`src/rtl/s2p_pkg.sv`:
```
package s2p_pkg;

  typedef enum logic [1:0] {
    EV_IDLE  = 2'd0,
    EV_SHIFT = 2'd1,
    EV_DONE  = 2'd2,
    EV_ABORT = 2'd3
  } s2p_ev_e;

  function automatic int unsigned cnt_width(input int unsigned n);
    return (n < 2) ? 1 : $clog2(n);
  endfunction

endpackage

```
`src/rtl/s2p_frame_ctl.sv`:
```
module s2p_frame_ctl
  import s2p_pkg::*;
#(
  parameter int unsigned N = 8
) (
  input  logic    clk,
  input  logic    rst_n,
  input  logic    valid,
  output s2p_ev_e ev
);
  localparam int unsigned CW = cnt_width(N);
  localparam logic [CW-1:0] LAST = CW'(N - 1);

  logic [CW-1:0] cnt_q;

  always_comb begin
    if (valid) begin
      ev = (cnt_q == LAST) ? EV_DONE : EV_SHIFT;
    end else begin
      ev = (cnt_q != '0) ? EV_ABORT : EV_IDLE;
    end
  end

  always_ff @(posedge clk or negedge rst_n) begin
    if (!rst_n) begin
      cnt_q <= '0;
    end else begin
      case (ev)
        EV_SHIFT: cnt_q <= cnt_q + 1'b1;
        EV_DONE:  cnt_q <= '0;
        EV_ABORT: cnt_q <= '0;
        default:  cnt_q <= cnt_q;
      endcase
    end
  end
endmodule

```
`src/rtl/s2p_shift_reg.sv`:
```
module s2p_shift_reg
  import s2p_pkg::*;
#(
  parameter int unsigned N = 8
) (
  input  logic         clk,
  input  logic         rst_n,
  input  s2p_ev_e      ev,
  input  logic         din,
  output logic [N-1:0] assembled
);
  logic [N-1:0] sh_q;

  assign assembled = {sh_q[N-2:0], din};

  always_ff @(posedge clk or negedge rst_n) begin
    if (!rst_n) begin
      sh_q <= '0;
    end else begin
      case (ev)
        EV_SHIFT: sh_q <= assembled;
        EV_DONE:  sh_q <= '0;
        EV_ABORT: sh_q <= '0;
        default:  sh_q <= sh_q;
      endcase
    end
  end
endmodule

```
`src/rtl/s2p_word_out.sv`:
```
module s2p_word_out
  import s2p_pkg::*;
#(
  parameter int unsigned N = 8
) (
  input  logic         clk,
  input  logic         rst_n,
  input  s2p_ev_e      ev,
  input  logic [N-1:0] assembled,
  output logic [N-1:0] word,
  output logic         rdy,
  output logic         err
);
  always_ff @(posedge clk or negedge rst_n) begin
    if (!rst_n) begin
      word <= '0;
      rdy  <= 1'b0;
      err  <= 1'b0;
    end else begin
      rdy <= (ev == EV_DONE);
      err <= (ev == EV_ABORT);
      if (ev == EV_DONE) begin
        word <= assembled;
      end
    end
  end
endmodule

```
`src/rtl/s2p_rx.sv`:
```
module s2p_rx
  import s2p_pkg::*;
#(
  parameter int unsigned N = 8
) (
  input  logic         clk,
  input  logic         rst_n,
  input  logic         ser_data,
  input  logic         ser_valid,
  output logic [N-1:0] par_word,
  output logic         word_rdy,
  output logic         frame_err
);
  s2p_ev_e      ev;
  logic [N-1:0] assembled;

  s2p_frame_ctl #(.N(N)) ctl_i (
    .clk   (clk),
    .rst_n (rst_n),
    .valid (ser_valid),
    .ev    (ev)
  );

  s2p_shift_reg #(.N(N)) shf_i (
    .clk       (clk),
    .rst_n     (rst_n),
    .ev        (ev),
    .din       (ser_data),
    .assembled (assembled)
  );

  s2p_word_out #(.N(N)) out_i (
    .clk       (clk),
    .rst_n     (rst_n),
    .ev        (ev),
    .assembled (assembled),
    .word      (par_word),
    .rdy       (word_rdy),
    .err       (frame_err)
  );
endmodule

```
`config.mk`:
```
export PLATFORM = sky130hd
export DESIGN_NAME = s2p_rx
export DESIGN_NICKNAME = d
export VERILOG_FILES = /design/src/rtl/s2p_pkg.sv /design/src/rtl/s2p_frame_ctl.sv /design/src/rtl/s2p_shift_reg.sv /design/src/rtl/s2p_word_out.sv /design/src/rtl/s2p_rx.sv
export SDC_FILE = /design/constraint.sdc
export NUM_CORES = 1
export LEC_CHECK = 0
export ABC_AREA = 1
export BUFFER_PORTS_ARGS = -buffer_cell sky130_fd_sc_hd__buf_4
export CAP_MARGIN = 20
export CORE_UTILIZATION = 50
export DETAILED_ROUTE_END_ITERATION = 10
export MAX_ROUTING_LAYER = met4
export PLACE_DENSITY = 0.74
export SYNTH_ARGS = -nofsm -noshare
export SYNTH_HDL_FRONTEND = slang
export SYNTH_SLANG_ARGS = --single-unit
```
`constraint.sdc`:
```
create_clock -name clk -period 1.7 [get_ports clk]
set_input_delay 0.17 -clock clk [delete_from_list [all_inputs] [get_ports clk]]
set_output_delay 0.17 -clock clk [all_outputs]
set_load 0.05 [all_outputs]
```
Word level (Yosys, flattened, before mapping) --
Index checks and enable logic that the tools add are counted.
Operators by class: multiplexer cells 5, reductions and logical operators 3, add/sub/neg operators 1, equal/unequal tests 4
Operators by type and width (number):
- 7-bit one-hot mux with 2 select lines | 1
- 2-bit two-way mux | 3
- 3-bit one-hot mux with 2 select lines | 1
- 2-bit equality test (second input constant) | 2
- 3-bit by 1-bit adder with 3-bit output (second input constant) | 1
- 3-bit equality test (second input constant) | 1
- 3-bit nonzero test | 1
- 2-bit by 1-bit equality test with 1-bit output (second input constant) | 1
- 2-bit nonzero test | 1
- 2-bit OR reduction | 1
Storage, ports and cells: input bits 4, flip-flop bits (word level) 20, logic and storage cells 18

Depth between registers and ports, before layout --
depth in word-level cells 6, gate-level depth with buffers 6

Cells and area by module --
Synthesis repeated with hierarchy kept, for this count alone.
Second synthesis, totals: cell total of the unflattened synthesis 97, area total of the unflattened synthesis 908.4 um2
Modules (own cells, without submodules):
- s2p_word_out | cells an instance 40, area each 401.6 um2, sequential area each 250.2 um2, instances 1
- s2p_shift_reg | cells an instance 32, area each 301.5 um2, sequential area each 175.2 um2, instances 1
- s2p_frame_ctl | cells an instance 25, area each 205.2 um2, sequential area each 75.1 um2, instances 1

Worst setup path after synthesis --
No wires, ideal clock.
path type flip-flop to flip-flop, start point reg ctl_i.cnt_q[0], end point reg ctl_i.cnt_q[0], data required time 1635 ps, slack 456 ps, arrival time 1179 ps, cell stages (with the launch flop) 6, path through dfrtp_1 -> ha_1 -> ha_1 -> nor2_2 -> nand2_1 -> nand2_1
On the way: longest elaborated chain between the ends 6, elaborated cells on any way between the ends 12
Ends and longest elaborated chain:
- start, declared | line s2p_frame_ctl.sv:14 | logic [CW-1:0] cnt_q;
- start signal, assigned | line s2p_frame_ctl.sv:29 | EV_SHIFT: cnt_q <= cnt_q + 1'b1;
- start signal, assigned | line s2p_frame_ctl.sv:32 | default: cnt_q <= cnt_q;
- 3-bit equality test or 3-bit nonzero test (tied branches) | line s2p_frame_ctl.sv:18, s2p_frame_ctl.sv:20
- 2-bit two-way mux, on equally long branches | line s2p_frame_ctl.sv:18, s2p_frame_ctl.sv:20
- 2-bit two-way mux | line s2p_frame_ctl.sv:17 | if (valid) begin
- 2-bit equality test | line s2p_frame_ctl.sv:28 | case (ev)
- 2-bit OR reduction (no source line)
- 3-bit one-hot mux with 2 select lines or 2-bit nonzero test (tied branches)
Parallel ways exist; a longest one is shown, timed or not. A chain may end at the register's enable or synchronous reset.

Worst setup path after layout --
start point reg ctl_i.cnt_q[0], end point reg shf_i.sh_q[1]
On the way: longest elaborated chain between the ends 6, elaborated cells on any way between the ends 11
Ends and longest elaborated chain:
- 3-bit equality test or 3-bit nonzero test (tied branches) | line s2p_frame_ctl.sv:18, s2p_frame_ctl.sv:20
- 2-bit two-way mux, on equally long branches | line s2p_frame_ctl.sv:18, s2p_frame_ctl.sv:20
- 2-bit two-way mux * | line s2p_frame_ctl.sv:17
- 2-bit equality test | line s2p_shift_reg.sv:20 | case (ev)
- 2-bit OR reduction (no source line)
- 7-bit one-hot mux with 2 select lines or 2-bit nonzero test (tied branches)
- end signal, assigned | line s2p_shift_reg.sv:21 | EV_SHIFT: sh_q <= assembled;
- end signal, assigned | line s2p_shift_reg.sv:24 | default: sh_q <= sh_q;
- end, declared | line s2p_shift_reg.sv:12 | logic [N-1:0] sh_q;
Every way passes the cells marked *; elsewhere a longest branch is shown, timed or not.

==> run metrics <==
largest net degree at the start of global routing=21; share of layout cells above drive strength 1=19.4%; Critical-path top delay cell=dfrtp_1; Post-Route WL=1.48 mm; reg-to-reg endpoint=shf_i.sh_q[1]; aggregate negative setup slack=0 ps; Critical path origin=ctl_i.cnt_q[0]; Final Max Slew Viols=0; syn_nets=95; Starting Density=54.5%; CP Cell Sequence=ha_1, ha_1, nor2_2, nand2_1, nand2_1; dpl ws=296 ps; H-tree depth=1; Period minus WS final=1410 ps; Clock Root Buffer=clkbuf_4; Final Setup Violations=0; status=finished clean; post-route ant nets=0; IO Count=14; Rel. slew slack=76.6%; critical path required time=1950 ps; pwr/cell area=1180 nW/um2; Setup WS post-layout=293 ps; max cap viols=0; Netlist cell types=14; Fin Clk Skew=9.31 ps; gr ovfl total=0; hold depth=2; # clock sinks=20; measured slew at the worst slew-check pin=351 ps; fmax=711 MHz; Leak=0.568 nW; Post-Syn Instances=87; GPL Wtd Cong=0.738; TritonCTS clock tree=done; hold buffer count at cts=1; worst flop-to-flop path startpoint=ctl_i.cnt_q[0]; chip height=42.8 um; clk slew on worst S/H paths=120 ps; most common cell after layout, fill and taps aside=nand2_1; row cnt=14; peak supply drop=0.000681 V; yosys synthesis warning count=0; Die W=42.8 um; Area Overhead vs Synth=20.2%; CTS Buf Count=3; arrival time at the worst endpoint=1660 ps; CP Class=flop to flop; Worst Reg2Reg Path Length in Cells=5; global-route wire length before repair=2.57 mm; R2R Setup Slk=290 ps; register area share after synthesis=60.2%; Vias/cell=5.34; Clk Latency, worst-skew pair=300 ps; Pre-Repair DR Iteration Count=4; final count of hold timing violations=0; # DRC=0; crit start category=flop; CP bufs+invs=0; Final Net Count=112; worst hold path type=input pin to flop; initial DRC count=8; CP top delay family=simple AND/OR/NAND/NOR gates; Synth Cell Area=831 um2; # diodes=0; Clock Path Buffers=2; total core area=1520 um2; Total GRT Usage=19.8%; setup bufs post-CTS=0; Tcrit/Tclk final=82.7%; hpwl dp=1.00 mm; WL/cell=12.4 um; unrepaired setup endpoints after global routing=false; count of input and output buffers=13; antenna violations before repair=0; post_cts resized=0; max incr delay on CP=410 ps; vias in the first global route=581; CP max FO=9; syn avg cell area=9.55 um2; Crit. End Element=flop; Die Footprint=1830 um2; vias after detailed routing=636; Crit path depth=5; FF+latch count, synth=20; critical path endpoint=shf_i.sh_q[1]; most frequent cells in the layout=43 x nand2_1, 20 x dfrtp_1, 13 x buf_4, 9 x nand4_1, 4 x ha_1
==> final cells by class <==
cell class | instances | area [um2]
fill | 133 | 526
sequential | 20 | 500
multi-input combinational | 61 | 303
timing repair buffer | 14 | 108
clock inverter | 1 | 30.0
clock buffer | 3 | 22.5
tap | 16 | 20.0
inverter | 4 | 15.0
==> how the worst min path moves through the flow <==
stage	startpoint	to	slack [ps]
after detailed placement	rst_n	out_i.word[7]	60
final	ser_valid	out_i.err	30
after global routing	ser_valid	out_i.err	20
after global placement	rst_n	out_i.word[7]	60
after CTS	ser_valid	out_i.err	30
after floorplan	rst_n	ctl_i.cnt_q[0]	-130
==> through the flow <==
stage               instances  cell area [um2]  hold WS [ps]  power, mW  util, %
finish                    119              998          30.1       1.18     65.5
global route              119              998          19.3       1.24     65.5
global placement          114              936          60.3      0.794     61.4
CTS                       119              998          26.0       1.19     65.5
floorplan                  87              831          -126      0.737        -
detailed placement        114              936          61.7      0.806     61.4
==> state kept, by name (all words and copies together) (netlist names) <==
name         count
shf_i.sh_q       7
ctl_i.cnt_q      3
out_i.rdy        1
out_i.word       8
out_i.err        1
==> routing by layer <==
metal | vias up | track usage, % | wire, um
met3 | 5 | 3.83 | 46
met5 | - | - | 0
li1 | 314 | - | -
met2 | 13 | 30.0 | 713
met1 | 304 | 24.8 | 673
met4 | 0 | 11.3 | 42
==> cell families (layout without fill, tap and decap cells) <==
family | after synthesis | after routing | synth area share [%]
flops | 20 | 20 | 60.2
fa+ha+maj | 4 | 4 | 6.02
simple gates | 56 | 56 | 29.8
buf+inv | 6 | 22 | 3.31
compound gates | 1 | 1 | 0.602
==> cells in the mapped netlist <==
| cell type | instances | area share (%) |
|---|---|---|
| a21oi_1 | 1 | 0.60 |
| buf_2 | 1 | 0.60 |
| nand2_1 | 43 | 19 |
| clkinv_1 | 1 | 0.45 |
| inv_2 | 1 | 0.45 |
| dfrtp_1 | 20 | 60 |
| nand3_1 | 1 | 0.60 |
| nor2_4 | 1 | 1.4 |
| nor3b_1 | 1 | 0.90 |
| nand4_1 | 9 | 6.8 |
| buf_4 | 1 | 0.90 |
| ha_1 | 4 | 6.0 |
| nor2_2 | 1 | 0.75 |
| inv_1 | 2 | 0.90 |
==> power by group <==
part | switching (mW) | internal, mW | leakage, nW
sequential | 0.0400 | 0.530 | 0.271
clock | 0.147 | 0.238 | 0.0279
combinational | 0.152 | 0.0738 | 0.269
total | 0.339 | 0.842 | 0.568
Note: power is estimated with default switching activity, not from simulation.
